===== config.mk =====
export PLATFORM = sky130hd
export DESIGN_NAME = byte_lane_sequencer
export DESIGN_NICKNAME = d
export VERILOG_FILES = /design/src/rtl/blsq_pkg.sv /design/src/rtl/blsq_mask_gen.sv /design/src/rtl/blsq_lane_pick.sv /design/src/rtl/byte_lane_sequencer.sv
export SDC_FILE = /design/constraint.sdc
export NUM_CORES = 1
export LEC_CHECK = 0
export ABC_AREA = 1
export BUFFER_PORTS_ARGS = -buffer_cell sky130_fd_sc_hd__buf_4
export CAP_MARGIN = 10
export CORE_UTILIZATION = 24
export CTS_BUF_LIST = sky130_fd_sc_hd__clkbuf_4 sky130_fd_sc_hd__clkbuf_8 sky130_fd_sc_hd__clkbuf_16
export CTS_CLUSTER_DIAMETER = 200
export DETAILED_ROUTE_END_ITERATION = 6
export HOLD_SLACK_MARGIN = 0.08
export PLACE_DENSITY = 0.5
export REMOVE_ABC_BUFFERS = 1
export SLEW_MARGIN = 20
export SYNTH_ARGS = -nofsm -noshare
export SYNTH_HDL_FRONTEND = slang
export SYNTH_SLANG_ARGS = --single-unit

===== constraint.sdc =====
create_clock -name clk -period 4.3 [get_ports clk]
set_input_delay 0.645 -clock clk [delete_from_list [all_inputs] [get_ports clk]]
set_output_delay 0.645 -clock clk [all_outputs]
set_load 0.01 [all_outputs]

===== src/rtl/blsq_pkg.sv =====
package blsq_pkg;

    typedef enum logic {
        PH_IDLE = 1'b0,
        PH_BUS  = 1'b1
    } blsq_phase_e;

    localparam int unsigned DEF_ADDR_W = 32;
    localparam int unsigned DEF_LANES  = 4;

endpackage


===== src/rtl/blsq_mask_gen.sv =====
module blsq_mask_gen #(
    parameter int unsigned LANES = 4,
    localparam int unsigned OFF_W  = $clog2(LANES),
    localparam int unsigned SIZE_W = OFF_W + 1,
    localparam int unsigned PEND_W = 2 * LANES
) (
    input  logic [OFF_W-1:0]  off_i,
    input  logic [SIZE_W-1:0] size_i,
    output logic [PEND_W-1:0] mask_o,
    output logic              ok_o
);

    // Each byte position over two words is covered when it lies in [off, off+size).
    for (genvar i = 0; i < PEND_W; i++) begin : g_pos
        assign mask_o[i] = (int'(off_i) <= i) && (i < int'(off_i) + int'(size_i));
    end

    assign ok_o = (size_i != '0) && (int'(size_i) <= LANES);

endmodule


===== src/rtl/blsq_lane_pick.sv =====
module blsq_lane_pick #(
    parameter int unsigned LANES = 4,
    localparam int unsigned HALF   = LANES / 2,
    localparam int unsigned PEND_W = 2 * LANES
) (
    input  logic [PEND_W-1:0] pend_i,
    input  logic              half_i,
    output logic [LANES-1:0]  lanes_o,
    output logic              upper_o,
    output logic [PEND_W-1:0] rest_o,
    output logic              step_o
);

    logic [LANES-1:0] cur;
    logic [HALF-1:0]  lo_part;
    logic [HALF-1:0]  hi_part;
    logic [LANES-1:0] left;

    always_comb begin
        cur     = pend_i[LANES-1:0];
        lo_part = cur[HALF-1:0];
        hi_part = cur[LANES-1:HALF];
        lanes_o = '0;
        upper_o = 1'b0;
        left    = '0;
        if (!half_i) begin
            lanes_o = cur;
        end else if (lo_part != '0) begin
            lanes_o[HALF-1:0] = lo_part;
            left              = {hi_part, {HALF{1'b0}}};
        end else begin
            lanes_o[HALF-1:0] = hi_part;
            upper_o           = 1'b1;
        end
        // When the current word is exhausted, the next word moves into place.
        if (left == '0) begin
            step_o = 1'b1;
            rest_o = {{LANES{1'b0}}, pend_i[PEND_W-1:LANES]};
        end else begin
            step_o = 1'b0;
            rest_o = {pend_i[PEND_W-1:LANES], left};
        end
    end

endmodule


===== src/rtl/byte_lane_sequencer.sv =====
module byte_lane_sequencer #(
    parameter int unsigned ADDR_W = blsq_pkg::DEF_ADDR_W,
    parameter int unsigned LANES  = blsq_pkg::DEF_LANES,
    localparam int unsigned OFF_W   = $clog2(LANES),
    localparam int unsigned WADDR_W = ADDR_W - OFF_W,
    localparam int unsigned SIZE_W  = OFF_W + 1,
    localparam int unsigned PEND_W  = 2 * LANES
) (
    input  logic               clk,
    input  logic               rst_n,
    input  logic               req_start,
    input  logic [ADDR_W-1:0]  req_addr,
    input  logic [SIZE_W-1:0]  req_size,
    input  logic               req_half,
    input  logic               bus_ack,
    output logic               busy,
    output logic               req_done,
    output logic               req_err,
    output logic               bus_valid,
    output logic [WADDR_W-1:0] bus_waddr,
    output logic [LANES-1:0]   bus_lanes_n,
    output logic               bus_upper
);

    import blsq_pkg::*;

    typedef struct packed {
        blsq_phase_e        phase;
        logic [PEND_W-1:0]  pend;
        logic [WADDR_W-1:0] waddr;
        logic               half;
        logic               done;
        logic               err;
    } blsq_state_t;

    blsq_state_t s_d, s_q;

    logic [PEND_W-1:0] new_mask;
    logic              size_ok;
    logic [LANES-1:0]  pick_lanes;
    logic              pick_upper;
    logic [PEND_W-1:0] pick_rest;
    logic              pick_step;

    blsq_mask_gen #(.LANES(LANES)) u_mask (
        .off_i  (req_addr[OFF_W-1:0]),
        .size_i (req_size),
        .mask_o (new_mask),
        .ok_o   (size_ok)
    );

    blsq_lane_pick #(.LANES(LANES)) u_pick (
        .pend_i  (s_q.pend),
        .half_i  (s_q.half),
        .lanes_o (pick_lanes),
        .upper_o (pick_upper),
        .rest_o  (pick_rest),
        .step_o  (pick_step)
    );

    always_comb begin
        s_d      = s_q;
        s_d.done = 1'b0;
        s_d.err  = 1'b0;
        case (s_q.phase)
            PH_IDLE: begin
                if (req_start) begin
                    if (size_ok) begin
                        s_d.phase = PH_BUS;
                        s_d.pend  = new_mask;
                        s_d.waddr = req_addr[ADDR_W-1:OFF_W];
                        s_d.half  = req_half;
                    end else begin
                        s_d.err = 1'b1;
                    end
                end
            end
            PH_BUS: begin
                if (bus_ack) begin
                    s_d.pend = pick_rest;
                    if (pick_step) begin
                        s_d.waddr = s_q.waddr + 1'b1;
                    end
                    if (pick_rest == '0) begin
                        s_d.phase = PH_IDLE;
                        s_d.done  = 1'b1;
                    end
                end
            end
            default: s_d.phase = PH_IDLE;
        endcase
    end

    always_ff @(posedge clk or negedge rst_n) begin
        if (!rst_n) begin
            s_q <= '{phase: PH_IDLE, pend: '0, waddr: '0, half: 1'b0, done: 1'b0, err: 1'b0};
        end else begin
            s_q <= s_d;
        end
    end

    assign bus_valid   = (s_q.phase == PH_BUS);
    assign busy        = bus_valid;
    assign req_done    = s_q.done;
    assign req_err     = s_q.err;
    assign bus_waddr   = s_q.waddr;
    assign bus_lanes_n = bus_valid ? ~pick_lanes : '1;
    assign bus_upper   = bus_valid & pick_upper;

endmodule


# After elaboration in Yosys (flattened, before gate mapping)

Index checks and enable logic that the tools add are counted.

$add $sub $neg: 2
Order comparisons: 12
Equal/unequal tests: 4
Muxes and demuxes: 22
Bitwise operators: 3
Reductions and logical operators: 11

Operators with widths:

| cell                  | count |
|---|---|
| $lt 4x32->1 const A   | 4 |
| $mux 40               | 2 |
| $pmux 39 s2           | 1 |
| $lt 3x32->1 const A   | 2 |
| $mux 39               | 1 |
| $lt 1x32->1 const A   | 1 |
| $lt 2x32->1 const A   | 1 |
| $add 30x1->30 const B | 1 |
| $mux 30               | 1 |
| $mux 4                | 3 |
| $mux 1                | 10 |
| $logic_not 8->1       | 1 |
| $mux 8                | 1 |
| $mux 2                | 3 |
| $ne 2x2->1 const B    | 3 |
| $reduce_and 3->1      | 2 |
| $add 2x3->4           | 1 |
| $le 2x1->1 const B    | 2 |
| $logic_and 1x1->1     | 4 |
| $logic_not 4->1       | 1 |
| $not 4->4             | 1 |
| $reduce_and 4->1      | 1 |
| $le 3x3->1 const B    | 1 |
| $reduce_bool 3->1     | 1 |
| other kinds (5)       | 5 |

Flip-flop bits (word level): 42
Input port bits: 40
Output and inout port bits: 39
Logic and storage cells: 60

# Depth between registers and ports, before layout

Depth in word-level cells: 9
Mapped depth: 11
Mapped depth without buffers: 10

# Cells and area by module

Synthesis repeated with hierarchy kept, for this count alone.

Cell total of the unflattened synthesis: 539
Area total of the unflattened synthesis: 3488.3 um2

Modules (own cells, without submodules):

| module              | times used | cells an instance | area an instance (um2) | seq. area each (um2) |
|---|---|---|---|---|
| byte_lane_sequencer | 1          | 469               | 3154.3                 | 1051.0 |
| blsq_mask_gen       | 1          | 36                | 183.9                  | 0.0 |
| blsq_lane_pick      | 1          | 34                | 150.1                  | 0.0 |

# Least setup slack after synthesis

OpenSTA, ideal clock, no wires.

Kind: input to register
From: input req_addr[0]
To: register s_q[33] in the netlist's numbering
Setup time: 130 ps
Arrival time: 1760 ps
Required time: 4170 ps
Path slack: 2410 ps
Stages: 10
Buffers on the path: 0
Cell sequence: ha_1 inv_1 fa_1 xnor2_1 nor2_1 inv_1 nor2_1 nand2_1 nand2_1 o211ai_1

Word-level cells in the longest chain between the ends: 6
Elaborated cells between the ends (all ways): 7
Classes of those cells: add/sub (1); order compare (2); mux (3); reduce/logical (1)

RTL lines:

| what                  | line                      | text |
|---|---|---|
| from (decl)           | byte_lane_sequencer.sv:12 | `input logic [ADDR_W-1:0] req_addr,` |
| $add 2x3->4           | blsq_mask_gen.sv:15       | `assign mask_o[i] = (int'(off_i) <= i) && (i < int'(off_i) + int'(size_i));` |
| $lt 1x32->1           | blsq_mask_gen.sv:15       |  |
| $logic_and 1x1->1 (*) | blsq_mask_gen.sv:15       |  |
| $mux 40 (*)           | byte_lane_sequencer.sv:68 | `if (size_ok) begin` |
| $mux 40 (*)           | byte_lane_sequencer.sv:67 | `if (req_start) begin` |
| $pmux 39 s2 (*)       | byte_lane_sequencer.sv:65 | `case (s_q.phase)` |
| to (signal assigned)  | byte_lane_sequencer.sv:96 | `s_q <= '{phase: PH_IDLE, pend: '0, waddr: '0, half: 1'b0, done: 1'b0, err: 1'b0};` |
| to (decl)             | byte_lane_sequencer.sv:36 | `blsq_state_t s_d, s_q;` |

Every way passes the cells marked *; elsewhere a longest branch is shown, timed or not. The select of a mux whose other input is x is not followed.
A chain may end at the register's enable or synchronous reset.

# Worst setup path after layout

From: register s_q (netlist bit bus_valid)
To: register s_q (netlist bit bus_waddr[15])

Word-level cells in the longest chain between the ends: 3
Elaborated cells between the ends (all ways): 7
Classes of those cells: eq/ne (4); mux (1); bitwise (1); reduce/logical (1)

RTL lines:

| what |
|---|
| $not 1->1 (no source line) |
| $ne 2x2->1 (no source line) |
| $reduce_and 4->1 (no source line) |

Parallel ways exist; a longest one is shown, timed or not.

==> flow_summary.toml <==
[cts]
cts_buffers = 5
clock_sinks = 42
clkTransAtPathRegs_ps = 70
cts_resized = 0
clock_latency_ps = 290
cts_hold_buffers = 0
cts_setup_buffers = 0
cts_tree = "built"
cts_root_buffer = "clkbuf_16"
htree_levels = 2
cts_buffer_depth = 2

[global_route]
grt_start_max_net_pins = 43
grtUsageTotal_pct = 14.6
grt_pass1_vias = 3331
grt_antenna_before_repair = 0
grt_pass1_wl_um = 17000
grt_overflow = 0

[min_path]
hold_class = "input pin to async pin"

[finish]
diodes = 0
drive_gt1_share_pct = 18.5
syn2layout_area_growth_pct = 18.4
fin_area_mm2 = 0.00406
final_util_pct = 29.3
nets = 627

[floorplan]
ios = 79
row_count = 43
coreArea_mm2 = 0.0139
fp.dieH_um = 122
die_x_um = 122
start_util_pct = 24.7
die_area_mm2 = 0.0148

[outcome]
status = "completed"

[timing]
worstMarginPinSlew_ps = 752
slew_headroom_pct = 49.8
grt_setup_unrepaired = "no"
clock_skew_ps = 9.57
timing.fmax_mhz = 441
fin_crit_sh_pct = 52.8
fin_crit_ps = 2270
report.final.hold_viol_count = 0
slew_violations = 0
setup_tns_ps = 0
setup_viol = 0

[setup_path]
regToRegStartpoint = "bus_valid"
crit_type = "flop to flop"
r2r_slack_ps = 2030
setup.worst_path.start = "bus_valid"
cp_top_family = "simple AND/OR/NAND/NOR gates"
rr_worst_depth = 7
cpMaxStageDelayCell = "dfrtp_1"
critical_path_buf_inv_count = 2
path_max_fanout = 38
arrival_ps = 2440
startpoint_type = "flop"
cp-end-kind = "flop"
cp.required_ps = 4470
crit_chain = "nand2_4 > inv_2 > nand2_2 > nand2_8 > inv_4 > nor2_1 > a21oi_1"
cpPeakStageDelay_ps = 600
r2r_end = "bus_waddr[15]"
worst-path-stages = 7

[run]
max-cap-violations = 0

[logic_synthesis]
synth_top_area_cell = "dfrtp_1"
synth.distinct_cells = 30
synthTopCellsByArea = "dfrtp_1 31%, nand2_1 18%, nor2_1 11%"
avgSynthCellArea_um2 = 6.33
yosysSeqAreaShare_pct = 30.7
synthCells = 542
synth-seq-cells = 42
yosysTopAreaCellShare_pct = 30.7
yosysWarnings = 0
synth_area_mm2 = 0.00343

[routing]
drt_wl_total_um = 10300
first_pass_iters = 4
wl_per_cell_um = 13.5
viasPerCell = 4.31
drt_iter0_markers = 210
final_antenna_net_count = 0
num_vias = 3295
drc = 0

[place]
gp_congestion = 0.851
hpwlAfterDp_um = 7730
dpl_cell_area_mm2 = 0.00391
port_buffers = 78

[power_and_ir_drop]
vdd_drop_max_mv = 0.141
leakage_nw = 2.00
power-per-cell-area_mw_per_mm2 = 525
kinds of logic after synthesis:
kind of cell	share of synthesized area, %
AO/OA/AOI/OAI	11.0
buffers and inverters	17.1
XOR/XNOR	0.730
adder cells (fa/ha/maj)	1.68
AND/OR/NAND/NOR	38.8
flip-flops	30.7
layout make-up:
class	instances	area, µm²
well taps	180	225
inverters	68	258
flip-flops and latches	42	1050
repair buffers	78	586
multi-input cells	388	1790
clock buffers	5	125
fillers	1562	9820
clock inverters	3	25.0
registers in the layout, indices dropped and copies added, names as in the netlist:
signal and flops:
req_err 1, bus_waddr 30, s_q 9, req_done 1, bus_valid 1
synthesized netlist by cell type, drive strengths merged:
library cell    n
nand2         168
xnor2           1
or2             4
buf            41
nor3            7
a21oi          20
clkbuf          3
o21bai          1
inv            68
o31ai           3
dfrtp          42
nand4           8
nor2          105
o22ai           3
o211ai          7
ha              3
nand3          26
o21ai          30
xor2            1
fa              1
per-layer routing:
| metal | global-route usage [%] | routed length, µm | vias up |
|---|---|---|---|
| li1 | - | - | 1737 |
| met1 | 19.3 | 4980 | 1500 |
| met2 | 25.0 | 4890 | 51 |
| met3 | 2.44 | 321 | 7 |
| met4 | 3.01 | 80 | 0 |
| met5 | 0 | 0 | - |
worst max path at each step:
stage	to	slack, ps
after detailed placement	s_q[38]	1730
final	bus_waddr[15]	2030
after global placement	s_q[39]	1820
after CTS	bus_waddr[15]	1990
after global routing	bus_waddr[17]	1810
after floorplan	s_q[37]	2360
cell usage in the layout (no fill, tap or decap), types with 2 or more instances in the layout:
cell / instances
o22ai_2: 3
nor3_1: 7
o21ai_0: 28
buf_4: 78
o31ai_1: 3
dfrtp_1: 42
nor2_1: 101
inv_1: 65
a21oi_1: 20
nor2_2: 3
o21ai_2: 2
inv_2: 2
nand2_1: 163
or2_2: 4
nand3_1: 26
nand4_1: 8
nand2_8: 2
nand2_4: 2
ha_1: 3
o211ai_1: 7
clkbuf_16: 5
where the power goes:
group,leakage (nW),switching (W),internal [W]
registers,0.543,0.000234,0.000553
clock network,0.0704,0.000175,0.000219
logic,1.39,0.000555,0.000397
total,2.00,0.000963,0.00117
through the flow:
step	instances	setup slack [ps]	hold WS, ps	total power (W)
after floorplan	498	2360	349	0.00128
after global placement	756	1820	499	0.00175
after detailed placement	756	1730	513	0.00176
after CTS	764	1990	373	0.00216
after global routing	764	1810	402	0.00232
final	764	2030	342	0.00213
No activity file was read; power rests on OpenSTA's default activity.
